`config.mk`:
```
export PLATFORM = sky130hd
export DESIGN_NAME = bitlace_unit
export DESIGN_NICKNAME = d
export VERILOG_FILES = /design/src/rtl/bitlace_pkg.sv /design/src/rtl/bitlace_dilate.sv /design/src/rtl/bitlace_gather.sv /design/src/rtl/bitlace_outreg.sv /design/src/rtl/bitlace_unit.sv
export SDC_FILE = /design/constraint.sdc
export NUM_CORES = 1
export LEC_CHECK = 0
export BUFFER_PORTS_ARGS = -buffer_cell sky130_fd_sc_hd__buf_4
export CAP_MARGIN = 40
export CELL_PAD_IN_SITES_DETAIL_PLACEMENT = 0
export CELL_PAD_IN_SITES_GLOBAL_PLACEMENT = 1
export CORE_ASPECT_RATIO = 1.4
export CORE_MARGIN = 8
export CORE_UTILIZATION = 35
export CTS_CLUSTER_SIZE = 16
export DETAILED_ROUTE_END_ITERATION = 7
export PLACE_DENSITY = 0.78
export SYNTH_ARGS = -nofsm -noshare
export SYNTH_HDL_FRONTEND = slang
export SYNTH_HIERARCHICAL = 1
export SYNTH_SLANG_ARGS = --single-unit
```
`constraint.sdc`:
```
create_clock -name clk -period 1 [get_ports clk]
set_clock_uncertainty 0.15 [all_clocks]
set_input_delay 0.15 -clock clk [delete_from_list [all_inputs] [get_ports clk]]
set_output_delay 0.15 -clock clk [all_outputs]
set_load 0.01 [all_outputs]
```
`src/rtl/bitlace_pkg.sv`:
```
package bitlace_pkg;
  typedef enum logic [1:0] {
    LACE_MERGE  = 2'd0,
    LACE_SPLIT  = 2'd1,
    LACE_SPREAD = 2'd2,
    LACE_SQUISH = 2'd3
  } lace_op_e;
endpackage

```
`src/rtl/bitlace_dilate.sv`:
```
// Places each bit of a narrow value on the even positions of a word twice as wide.
module bitlace_dilate #(
  parameter int HALF_W = 16
) (
  input  logic [HALF_W-1:0]   narrow,
  output logic [2*HALF_W-1:0] wide
);
  for (genvar i = 0; i < HALF_W; i++) begin : g_bit
    assign wide[2*i]   = narrow[i];
    assign wide[2*i+1] = 1'b0;
  end
endmodule

```
`src/rtl/bitlace_gather.sv`:
```
// Separates a wide word into its even-position and odd-position bits.
module bitlace_gather #(
  parameter int HALF_W = 16
) (
  input  logic [2*HALF_W-1:0] wide,
  output logic [HALF_W-1:0]   even_bits,
  output logic [HALF_W-1:0]   odd_bits
);
  for (genvar i = 0; i < HALF_W; i++) begin : g_bit
    assign even_bits[i] = wide[2*i];
    assign odd_bits[i]  = wide[2*i+1];
  end
endmodule

```
`src/rtl/bitlace_outreg.sv`:
```
// Output stage: the valid flag follows the input, and the data loads only on valid cycles.
module bitlace_outreg #(
  parameter int W = 32
) (
  input  logic         clk,
  input  logic         rst_n,
  input  logic         load,
  input  logic [W-1:0] d,
  output logic         q_valid,
  output logic [W-1:0] q
);
  logic [W-1:0] q_nxt;

  always_comb begin
    q_nxt = q;
    if (load) q_nxt = d;
  end

  always_ff @(posedge clk or negedge rst_n) begin
    if (!rst_n) begin
      q_valid <= 1'b0;
      q       <= '0;
    end else begin
      q_valid <= load;
      q       <= q_nxt;
    end
  end
endmodule

```
`src/rtl/bitlace_unit.sv`:
```
module bitlace_unit #(
  parameter int HALF_W = 16
) (
  input  logic                clk,
  input  logic                rst_n,
  input  logic                in_valid,
  input  logic [1:0]          op_sel,
  input  logic                odd_lane,
  input  logic [2*HALF_W-1:0] opnd_a,
  input  logic [HALF_W-1:0]   opnd_b,
  output logic                out_valid,
  output logic [2*HALF_W-1:0] result
);
  import bitlace_pkg::*;

  localparam int FULL_W = 2 * HALF_W;

  logic [FULL_W-1:0] dil_a, dil_b;
  logic [HALF_W-1:0] evn_a, odd_a;
  logic [FULL_W-1:0] res_nxt;
  lace_op_e          op;

  assign op = lace_op_e'(op_sel);

  bitlace_dilate #(.HALF_W(HALF_W)) u_dil_a (.narrow(opnd_a[HALF_W-1:0]), .wide(dil_a));
  bitlace_dilate #(.HALF_W(HALF_W)) u_dil_b (.narrow(opnd_b), .wide(dil_b));
  bitlace_gather #(.HALF_W(HALF_W)) u_gat (.wide(opnd_a), .even_bits(evn_a), .odd_bits(odd_a));

  always_comb begin
    res_nxt = '0;
    unique case (op)
      LACE_MERGE:  res_nxt = (dil_a << 1) | dil_b;
      LACE_SPLIT:  res_nxt = {odd_a, evn_a};
      LACE_SPREAD: res_nxt = odd_lane ? (dil_a << 1) : dil_a;
      LACE_SQUISH: res_nxt = {{HALF_W{1'b0}}, (odd_lane ? odd_a : evn_a)};
      default:     res_nxt = '0;
    endcase
  end

  bitlace_outreg #(.W(FULL_W)) u_out (
    .clk(clk), .rst_n(rst_n), .load(in_valid), .d(res_nxt),
    .q_valid(out_valid), .q(result)
  );
endmodule

```
==> impl_metrics.py, run 1 <==
metrics = {
    "status": {
        "status": "complete, but fails checks",
        "violations": "setup timing",
    },
    "routing": {
        "remaining_drc_errors": 0,
        "avgViaCountPerCell": 4.88,
        "ant_nets": 0,
        "routed_wl_um": 10200,
        "dr_total_vias": 2605,
        "drt_iter0_markers": 68,
        "firstDrtPassIters": 4,
        "wire_per_inst_um": 19.2,
    },
    "sta": {
        "setup_viol": 65,
        "fin_crit_sh_pct": 120,
        "maxSlewViolCount": 0,
        "fin_crit_ns": 1.20,
        "rsz0062_at_grt": "yes",
        "fmax_ghz": 0.833,
        "hold_violations": 0,
        "finalSetupTns_ns": -7.68,
        "setup_ws_ns": -0.201,
    },
    "worst_setup_path": {
        "crit_path_start_kind": "input port",
        "r2r_end": "u_out/q[4]",
        "required_ns": 1.01,
        "path_cells": "buf_16 -> buf_16 -> mux2i_1 -> a211oi_2 -> a21o_1 -> mux2_4",
        "reg2regPathDepth": 2,
        "crit_type": "input port to flop",
        "crit_slowest_cell": "mux2_4",
        "cp-end-kind": "flop",
        "crit_fanout": 9,
        "critPathArrivalTime_ns": 1.21,
        "r2r_start": "u_out/q[4]",
        "slowest_delay_ns": 0.25,
        "crit_top_cell": "buf_16",
        "rrSetupSlack_ns": -0.08,
    },
    "clock_tree": {
        "clock_sink_count": 33,
        "path_clk_slew_ns": 0.05,
        "cts_buffers": 5,
        "cts_tree": "yes",
        "cts-root-buf": "clkbuf_16",
        "htree_levels": 2,
        "clk-insertion-delay-late_ns": 0.28,
        "clk_path_buf_depth": 2,
    },
    "placed_design": {
        "gp_congestion": 0.836,
        "hpwlAfterDp_um": 7050,
        "dp_cells": 489,
        "dpl-instance-area_mm2": 0.00368,
        "io_buffers": 86,
    },
    "synthesis": {
        "synth_area_leader_cell": "dfrtp_1",
        "synth_top_area_share_pct": 24.1,
        "netlist_area_mm2": 0.00342,
        "synth_enable_flop_cells": 0,
        "yosys.cell_count.top_type": "buf_4",
        "synth.avg_cell_area_um2": 10.2,
        "ys_types": 25,
        "synth.yosys.seq_area_share_pct": 24.1,
        "synth_area_leaders": "dfrtp_1 24%, buf_4 22%, mux2_4 17%, mux2i_1 8.8%, a211oi_1 6.6%",
        "synth-async-reset-ratio_pct": 100,
        "ys_top_cells_by_count": "100 x buf_4, 39 x mux2_4, 33 x dfrtp_1, 32 x nor3_1",
        "yosysWarningCount": 6,
        "syn_inst": 337,
        "synth-main-ff-cell": "dfrtp_1",
        "ys_ff_latch": 33,
    },
    "hold_path": {
        "min-delay-path-class": "input port to flop",
        "worstHoldPathCells": 2,
        "hp-start": "in_valid",
        "hold_end": "u_out/q_valid",
    },
    "floorplan": {
        "start_util_pct": 36.0,
        "die_x_um": 99.6,
        "dieArea_mm2": 0.0132,
        "pin_count": 87,
        "num_rows": 42,
        "die_y_um": 133,
        "core_mm2": 0.00951,
    },
    "layout": {
        "register_area_um2": 826,
        "fill_cells": 858,
        "post-route-util_pct": 50.2,
        "diodes": 0,
        "instances_no_fill": 534,
        "final_layout_size_suffix_gt1_share_pct": 63.7,
        "final_area_mm2": 0.00478,
        "area.growth.synth_to_final_pct": 39.6,
        "num-nets-final": 455,
        "multi_input_area_mm2": 0.00216,
    },
    "global_route": {
        "grt-ovfl-total": 0,
        "grt_usage_pct": 15.1,
        "grt_pass1_wl_um": 15500,
        "grt_max_degree": 34,
        "grt_pass1_vias": 2876,
        "antenna_found_initial": 0,
    },
    "power_and_ir_drop": {
        "p_leak_nw": 2.34,
        "power.density_mw_per_mm2": 1150,
        "ir_drop_mv": 0.845,
        "p_total_mw": 5.48,
    },
    "job": {
        "drv_cap": 0,
    },
}
worst max-delay path by stage:
| stage | from | to | slack [ns] | cells past startpoint |
|---|---|---|---|---|
| final | odd_lane | u_out/q[15] | -0.20 | 6 |
| after global routing | odd_lane | u_out/q[15] | -0.23 | 6 |
| after CTS | odd_lane | u_out/q[14] | -0.18 | 5 |
| after global placement | op_sel[1] | u_out/q[19] | -0.54 | 7 |
| after floorplan | odd_lane | u_out/q[11] | -0.45 | 6 |
| after detailed placement | op_sel[1] | u_out/q[6] | -0.55 | 5 |
kinds of logic after synthesis:
group                  synth area share [%]
and+or+nand+nor                        6.11
AOI/OAI and AO/OA                      14.0
DFF                                    24.1
other                                 0.220
muxes                                  28.5
buffers and inverters                  27.0
registers in the layout, summed over array words and instances (netlist names):
signal         flops
u_out/q           32
u_out/q_valid      1
per-layer routing:
metal | vias to the layer above | global-route usage (%) | share of wire, %
li1 | 1207 | - | -
met1 | 1285 | 15.5 | 37
met5 | - | 0 | 0
met4 | 0 | 7.69 | 3.7
met2 | 91 | 28.4 | 56
met3 | 22 | 2.10 | 3.4
per-stage QoR:
stage / hold WS, ns / worst slack, ns
after floorplan: -0.296 / -0.446
after global placement: -0.0225 / -0.544
after detailed placement: -0.0143 / -0.553
after CTS: 0.0332 / -0.177
after global routing: 0.0478 / -0.228
final: 0.0421 / -0.201
what timing repair did:
item | 4_1_cts | 5_1_grt
endpoints found under the hold margin | 33 | 0
setup endpoints to repair | 65 | 65
setup buffers | 27 | 1
pin swaps | 6 | 13
resized for setup | 79 | 42
cloned | 5 | 3
hold buffers | 1 | 0
critical path, delay by kind of cell:
family,cells,cell delay [ns]
muxes,2,0.47
AOI/OAI and AO/OA,2,0.28
buffers and inverters,2,0.30
report_power, final:
part	internal [mW]	leakage [nW]	switching, mW
Clock	0.914	0.0706	0.571
Combinational	1.42	1.88	0.901
Sequential	1.53	0.393	0.150
Total	3.86	2.34	1.62
layout make-up:
cell class	instances	share of cell area [%]
clock inverters	2	0.210
inverters	1	0.131
well taps	132	3.46
flip-flops and latches	33	17.3
repair buffers	146	31.0
clock buffers	6	2.70
multi-input cells	214	45.2
layout by cell type, fill, tap and decap left out, drive strengths merged, types with 2 or more instances in the layout:
cell / instances
nor3: 32
a211oi: 30
clkbuf: 9
dfrtp: 33
mux2: 47
nand2: 3
mux2i: 30
conb: 32
clkinv: 2
nor2: 2
buf: 142
a21o: 30
No activity file was read; power rests on OpenSTA's default activity.
==> inputs of run 2 (changes only) <==
--- a/config.mk
+++ b/config.mk
@@ -14,6 +14,7 @@
 export CORE_UTILIZATION = 35
 export CTS_CLUSTER_SIZE = 16
 export DETAILED_ROUTE_END_ITERATION = 7
+export GPL_TIMING_DRIVEN = 0
 export PLACE_DENSITY = 0.78
 export SYNTH_ARGS = -nofsm -noshare
 export SYNTH_HDL_FRONTEND = slang
==> run 2 against run 1 <==
Compared with the run above: the run still ends with setup timing left; design area rose by 5.7%; global-route usage increased by 0.94 points; sequential cell count is the same; critical path type unchanged; largest cell class unchanged; largest power group unchanged.
==> impl_metrics.py, run 2 (synthesized netlist as in run 1, its figures left out) <==
metrics = {
    "status": {
        "status": "complete, but fails checks",
        "violations": "setup timing",
    },
    "layout": {
        "area.growth.synth_to_final_pct": 47.6,
        "register_area_um2": 826,
        "post-route-util_pct": 53.1,
        "largest_reg_flops": 32,
        "final_cell_mix": "125 x buf_4, 46 x mux2_4, 41 x buf_6",
        "diodes": 0,
        "final_layout_size_suffix_gt1_share_pct": 66.4,
        "num-nets-final": 497,
        "mostFrequentLayoutCell": "buf_4",
        "top_register": "u_out/q",
        "fill_cells": 855,
        "multi_input_area_mm2": 0.00215,
        "top_regs": "u_out/q: 32 flops, u_out/q_valid: 1 flops",
    },
    "global_route": {
        "grt_max_degree": 34,
        "antenna_found_initial": 0,
        "grt_pass1_wl_um": 16200,
        "grt_usage_pct": 16.0,
        "grt_pass1_vias": 2980,
        "grt-ovfl-total": 0,
    },
    "sta": {
        "whs_ns": 0.0650,
        "setup_ws_ns": -0.272,
        "fin_crit_ns": 1.27,
        "fin_crit_sh_pct": 127,
        "maxSlewViolCount": 0,
        "hold_violations": 0,
        "rsz0062_at_grt": "yes",
        "setup_viol": 65,
        "fmax_ghz": 0.786,
    },
    "worst_setup_path": {
        "cp_num_buf_inv": 4,
        "crit_start": "op_sel[1]",
        "crit_fanout": 6,
        "crit_family": "buffers and inverters",
        "crit_type": "input port to flop",
        "crit_path_start_kind": "input port",
        "cp-end-kind": "flop",
        "crit_slowest_cell": "mux2_4",
        "path_cells": "buf_12 -> buf_12 -> buf_8 -> buf_6 -> nor3_4 -> a211oi_2 -> a21o_1 -> mux2_4",
        "required_ns": 1.01,
        "critPathArrivalTime_ns": 1.28,
        "r2r_start": "u_out/q[14]",
        "slowest_delay_ns": 0.25,
        "rrSetupSlack_ns": -0.07,
        "crit_top_cell": "buf_12",
    },
    "job": {
        "drv_cap": 0,
    },
    "floorplan": {
        "start_util_pct": 36.0,
        "core_mm2": 0.00951,
        "pin_count": 87,
        "num_rows": 42,
        "die_y_um": 133,
        "dieArea_mm2": 0.0132,
        "die_x_um": 99.6,
    },
    "routing": {
        "avgViaCountPerCell": 4.62,
        "dr_total_vias": 2662,
        "drt_iter0_markers": 75,
        "routed_wl_um": 10600,
        "wire_per_inst_um": 18.4,
        "firstDrtPassIters": 4,
        "remaining_drc_errors": 0,
        "ant_nets": 0,
    },
    "placed_design": {
        "hpwlAfterDp_um": 7990,
        "gp_congestion": 0.814,
        "io_buffers": 36,
    },
    "clock_tree": {
        "cts_buffers": 5,
        "clk_path_buf_depth": 2,
        "htree_levels": 2,
        "cts-root-buf": "clkbuf_16",
        "clock_sink_count": 33,
        "cts_tree": "yes",
        "clk-insertion-delay-late_ns": 0.27,
        "path_clk_slew_ns": 0.05,
    },
    "hold_path": {
        "min-delay-path-class": "input port to flop",
        "hp-start": "opnd_a[31]",
    },
    "power_and_ir_drop": {
        "p_leak_nw": 2.59,
        "p_total_mw": 5.66,
        "power.density_mw_per_mm2": 1120,
        "ir_drop_mv": 0.854,
    },
}
## run 2: cell types whose count changed in the layout (fill, tap and decap cells not counted), moves of 4 or more
cell / before / now
buf_16: 6 / 2
mux2i_4: 6 / 0
buf_8: 0 / 4
buf_4: 96 / 125
mux2i_1: 18 / 28
nor3_2: 22 / 15
clkbuf_2: 0 / 4
nor3_4: 2 / 14
buf_6: 33 / 41
mux2i_2: 6 / 2
nor3_1: 8 / 3
## run 2: final timing paths
| kind | to | depth (start not counted) |
|---|---|---|
| worst max-delay path | u_out/q[30] | 8 |
| worst min-delay path | u_out/q[31] | 3 |
| worst max register to register | u_out/q[14] | 2 |
| worst min register to register | u_out/q[31] | 1 |
| max in group asynchronous | u_out/q[28] | 2 |
| min in group asynchronous | u_out/q[9] | 2 |
## run 2: repair_timing
item                                   4_1_cts  5_1_grt
cloned                                       2        0
gates resized for setup                    112       19
endpoints found under the hold margin       34        0
setup endpoints to repair                   65       65
hold buffers                                 2        0
setup buffers                               27        2
pin swaps                                   23        9
## run 2: where the power goes
part	leakage [nW]	internal, mW	total [mW]	switching (mW)
Combinational	2.11	1.47	2.38	0.915
Clock	0.0799	1.05	1.60	0.546
Sequential	0.393	1.53	1.68	0.150
## run 2: final cells by class
type	count	share of cell area (%)
flip-flops and latches	33	16.4
repair buffers	69	14.2
inverters	1	0.124
well taps	132	3.27
clock buffers	7	3.02
multi-input cells	213	42.7
plain buffers	120	20.3
clock inverters	1	0.0991
## run 2: metrics by stage
stage	setup TNS [ns]	std cells	setup WS [ns]	area [µm²]
after floorplan	-11.29	367	-0.446	3610
after detailed placement	-18.77	535	-0.742	4040
after CTS	-9.96	574	-0.265	4930
final	-9.98	576	-0.272	5050
after global placement	-18.61	535	-0.746	4040
after global routing	-11.58	576	-0.297	5050
## run 2: per-layer routing
layer / up-vias / part of all wire (%) / global-route usage [%]
met5: - / 0 / 0
li1: 1296 / - / -
met2: 67 / 55 / 30.8
met1: 1282 / 36 / 15.7
met4: 0 / 3.3 / 6.59
met3: 17 / 5.2 / 3.67
## run 2: worst min-delay path, cell delays in order
cell and delay [ns]:
buf_4 0.09, a21o_1 0.09, mux2_2 0.13
==> inputs of run 3 (changes only) <==
--- a/config.mk
+++ b/config.mk
@@ -12,10 +12,12 @@
 export CORE_ASPECT_RATIO = 1.4
 export CORE_MARGIN = 8
 export CORE_UTILIZATION = 35
+export CTS_BUF_LIST = sky130_fd_sc_hd__clkbuf_16
 export CTS_CLUSTER_SIZE = 16
 export DETAILED_ROUTE_END_ITERATION = 7
 export GPL_TIMING_DRIVEN = 0
 export PLACE_DENSITY = 0.78
+export SLEW_MARGIN = 20
 export SYNTH_ARGS = -nofsm -noshare
 export SYNTH_HDL_FRONTEND = slang
 export SYNTH_HIERARCHICAL = 1
==> run 3 against run 2 <==
Compared with the run above: the run still ends with setup timing left; utilization up 0.25 points; clock power down 10%; worst setup slack barely moved; sequential share of layout area fell by 0.077 points; final cell count grew 0.17%; critical endpoint unchanged; count of clock-buffer cells in the layout shrank 2; total power decreased by 2.2%.
==> impl_metrics.py, run 3 (synthesized netlist as in run 1, its figures left out) <==
metrics = {
    "floorplan": {
        "pin_count": 87,
        "num_rows": 42,
        "core_mm2": 0.00951,
        "die_y_um": 133,
        "start_util_pct": 36.0,
        "die_x_um": 99.6,
        "dieArea_mm2": 0.0132,
    },
    "layout": {
        "final_layout_size_suffix_gt1_share_pct": 66.5,
        "mostFrequentLayoutCell": "buf_4",
        "top_regs": "u_out/q: 32 flops, u_out/q_valid: 1 flops",
        "area.growth.synth_to_final_pct": 48.3,
        "top_register": "u_out/q",
        "fill_cells": 852,
        "largest_reg_flops": 32,
        "final_cell_mix": "125 x buf_4, 46 x mux2_4, 42 x buf_6",
        "diodes": 0,
        "num-nets-final": 498,
        "final_area_mm2": 0.00507,
    },
    "routing": {
        "wire_per_inst_um": 18.5,
        "ant_nets": 0,
        "dr_total_vias": 2668,
        "routed_wl_um": 10700,
        "avgViaCountPerCell": 4.62,
        "drt_iter0_markers": 76,
        "remaining_drc_errors": 0,
        "firstDrtPassIters": 4,
    },
    "worst_setup_path": {
        "cp-end-kind": "flop",
        "crit_top_cell": "buf_12",
        "crit_slowest_cell": "mux2_4",
        "crit_family": "buffers and inverters",
        "crit_type": "input port to flop",
        "cp_num_buf_inv": 4,
        "slowest_delay_ns": 0.25,
        "crit_fanout": 6,
        "crit_path_start_kind": "input port",
        "required_ns": 1.01,
        "path_cells": "buf_12 -> buf_12 -> buf_8 -> buf_6 -> nor3_4 -> a211oi_2 -> a21o_1 -> mux2_4",
        "critPathArrivalTime_ns": 1.28,
    },
    "clock_tree": {
        "cts_tree": "yes",
        "htree_levels": 2,
        "clk_path_buf_depth": 2,
        "cts_buffers": 5,
        "clk-insertion-delay-late_ns": 0.27,
        "cts-root-buf": "clkbuf_16",
        "path_clk_slew_ns": 0.05,
        "clock_sink_count": 33,
    },
    "global_route": {
        "grt_pass1_vias": 2982,
        "grt_max_degree": 34,
        "grt_usage_pct": 16.1,
        "antenna_found_initial": 0,
        "grt_pass1_wl_um": 16300,
        "grt-ovfl-total": 0,
    },
    "placed_design": {
        "pre_cts_ws_ns": -0.742,
        "hpwlAfterDp_um": 7990,
        "gp_congestion": 0.814,
        "io_buffers": 36,
        "dpl-instance-area_mm2": 0.00404,
    },
    "power_and_ir_drop": {
        "power_report.internal_total_mw": 3.91,
        "switching_power_mw": 1.62,
        "ir_drop_mv": 0.859,
        "switching_share_pct": 29.3,
        "power_frac_seq_pct": 30.3,
        "power.share.clock_pct": 26.0,
        "p_leak_nw": 2.59,
        "comb_power_share_pct": 43.7,
        "power.density_mw_per_mm2": 1090,
        "p_total_mw": 5.53,
    },
    "sta": {
        "fin_crit_sh_pct": 127,
        "fmax_ghz": 0.786,
        "hold_violations": 0,
        "whs_ns": 0.0642,
        "rsz0062_at_grt": "yes",
        "fin_crit_ns": 1.27,
        "setup_ws_ns": -0.271,
        "setup_viol": 65,
        "maxSlewViolCount": 0,
    },
    "job": {
        "drv_cap": 0,
    },
    "hold_path": {
        "min-delay-path-class": "input port to flop",
    },
    "status": {
        "violations": "setup timing",
        "status": "complete, but fails checks",
    },
}
==> run 3: routing by layer <==
metal / vias up / global-route usage (%) / wire length [µm]
met4: 0 / 6.59 / 390
met3: 21 / 3.67 / 490
met5: - / 0 / 0
met2: 64 / 31.0 / 5910
met1: 1287 / 15.7 / 3890
li1: 1296 / - / -
==> run 3: area by class of cell <==
type                       count  area (µm²)  area share (%)
clock inverter                 3        12.5           0.247
sequential                    33         826            16.3
multi-input combinational    213        2180            43.0
tap                          132         165            3.26
inverter                       1        6.26           0.123
timing repair buffer          70         726            14.3
buffer                       120        1030            20.3
clock buffer                   5         125            2.47
==> run 3: power groups by stage <==
| stage | clock network [mW] | logic (mW) | registers, mW |
|---|---|---|---|
| final | 1.44 | 2.42 | 1.68 |
| after global routing | 1.52 | 2.56 | 1.70 |
| after CTS | 1.46 | 2.33 | 1.68 |
| after detailed placement | 0 | 1.83 | 1.67 |
| after global placement | 0 | 1.81 | 1.67 |
| after floorplan | 0 | 1.16 | 1.74 |
==> run 3: path summary, 6_finish.rpt <==
check	start	to	slack [ns]	cells past startpoint
min in group asynchronous	rst_n	u_out/q[9]	0.21	2
worst max-delay path	op_sel[1]	u_out/q[30]	-0.27	8
worst min register to register	u_out/q[23]	u_out/q[23]	0.39	1
max in group asynchronous	rst_n	u_out/q[25]	0.18	2
worst min-delay path	opnd_a[31]	u_out/q[31]	0.06	3
worst max register to register	u_out/q[14]	u_out/q[14]	-0.06	2
==> run 3: through the flow <==
step                      util (%)  cells  TNS (ns)
after floorplan                  -    367    -11.29
after global placement        42.5    535    -18.61
after detailed placement      42.5    535    -18.77
after CTS                     51.7    574     -9.96
after global routing          53.3    577    -11.49
final                         53.3    577     -9.94
==> run 3: worst register-to-register path, cell delays in order, from the launching register on <==
cell and delay [ns]:
dfrtp_1 0.40, buf_4 0.14, mux2_4 0.25
==> run 3: repair_timing <==
action / CTS / global route
resized for setup: 112 / 26
cloned: 2 / 0
endpoints found under the setup margin: 65 / 65
buffers inserted: 27 / 3
hold buffers: 2 / 0
pin swaps: 23 / 9
endpoints found under the hold margin: 34 / 0
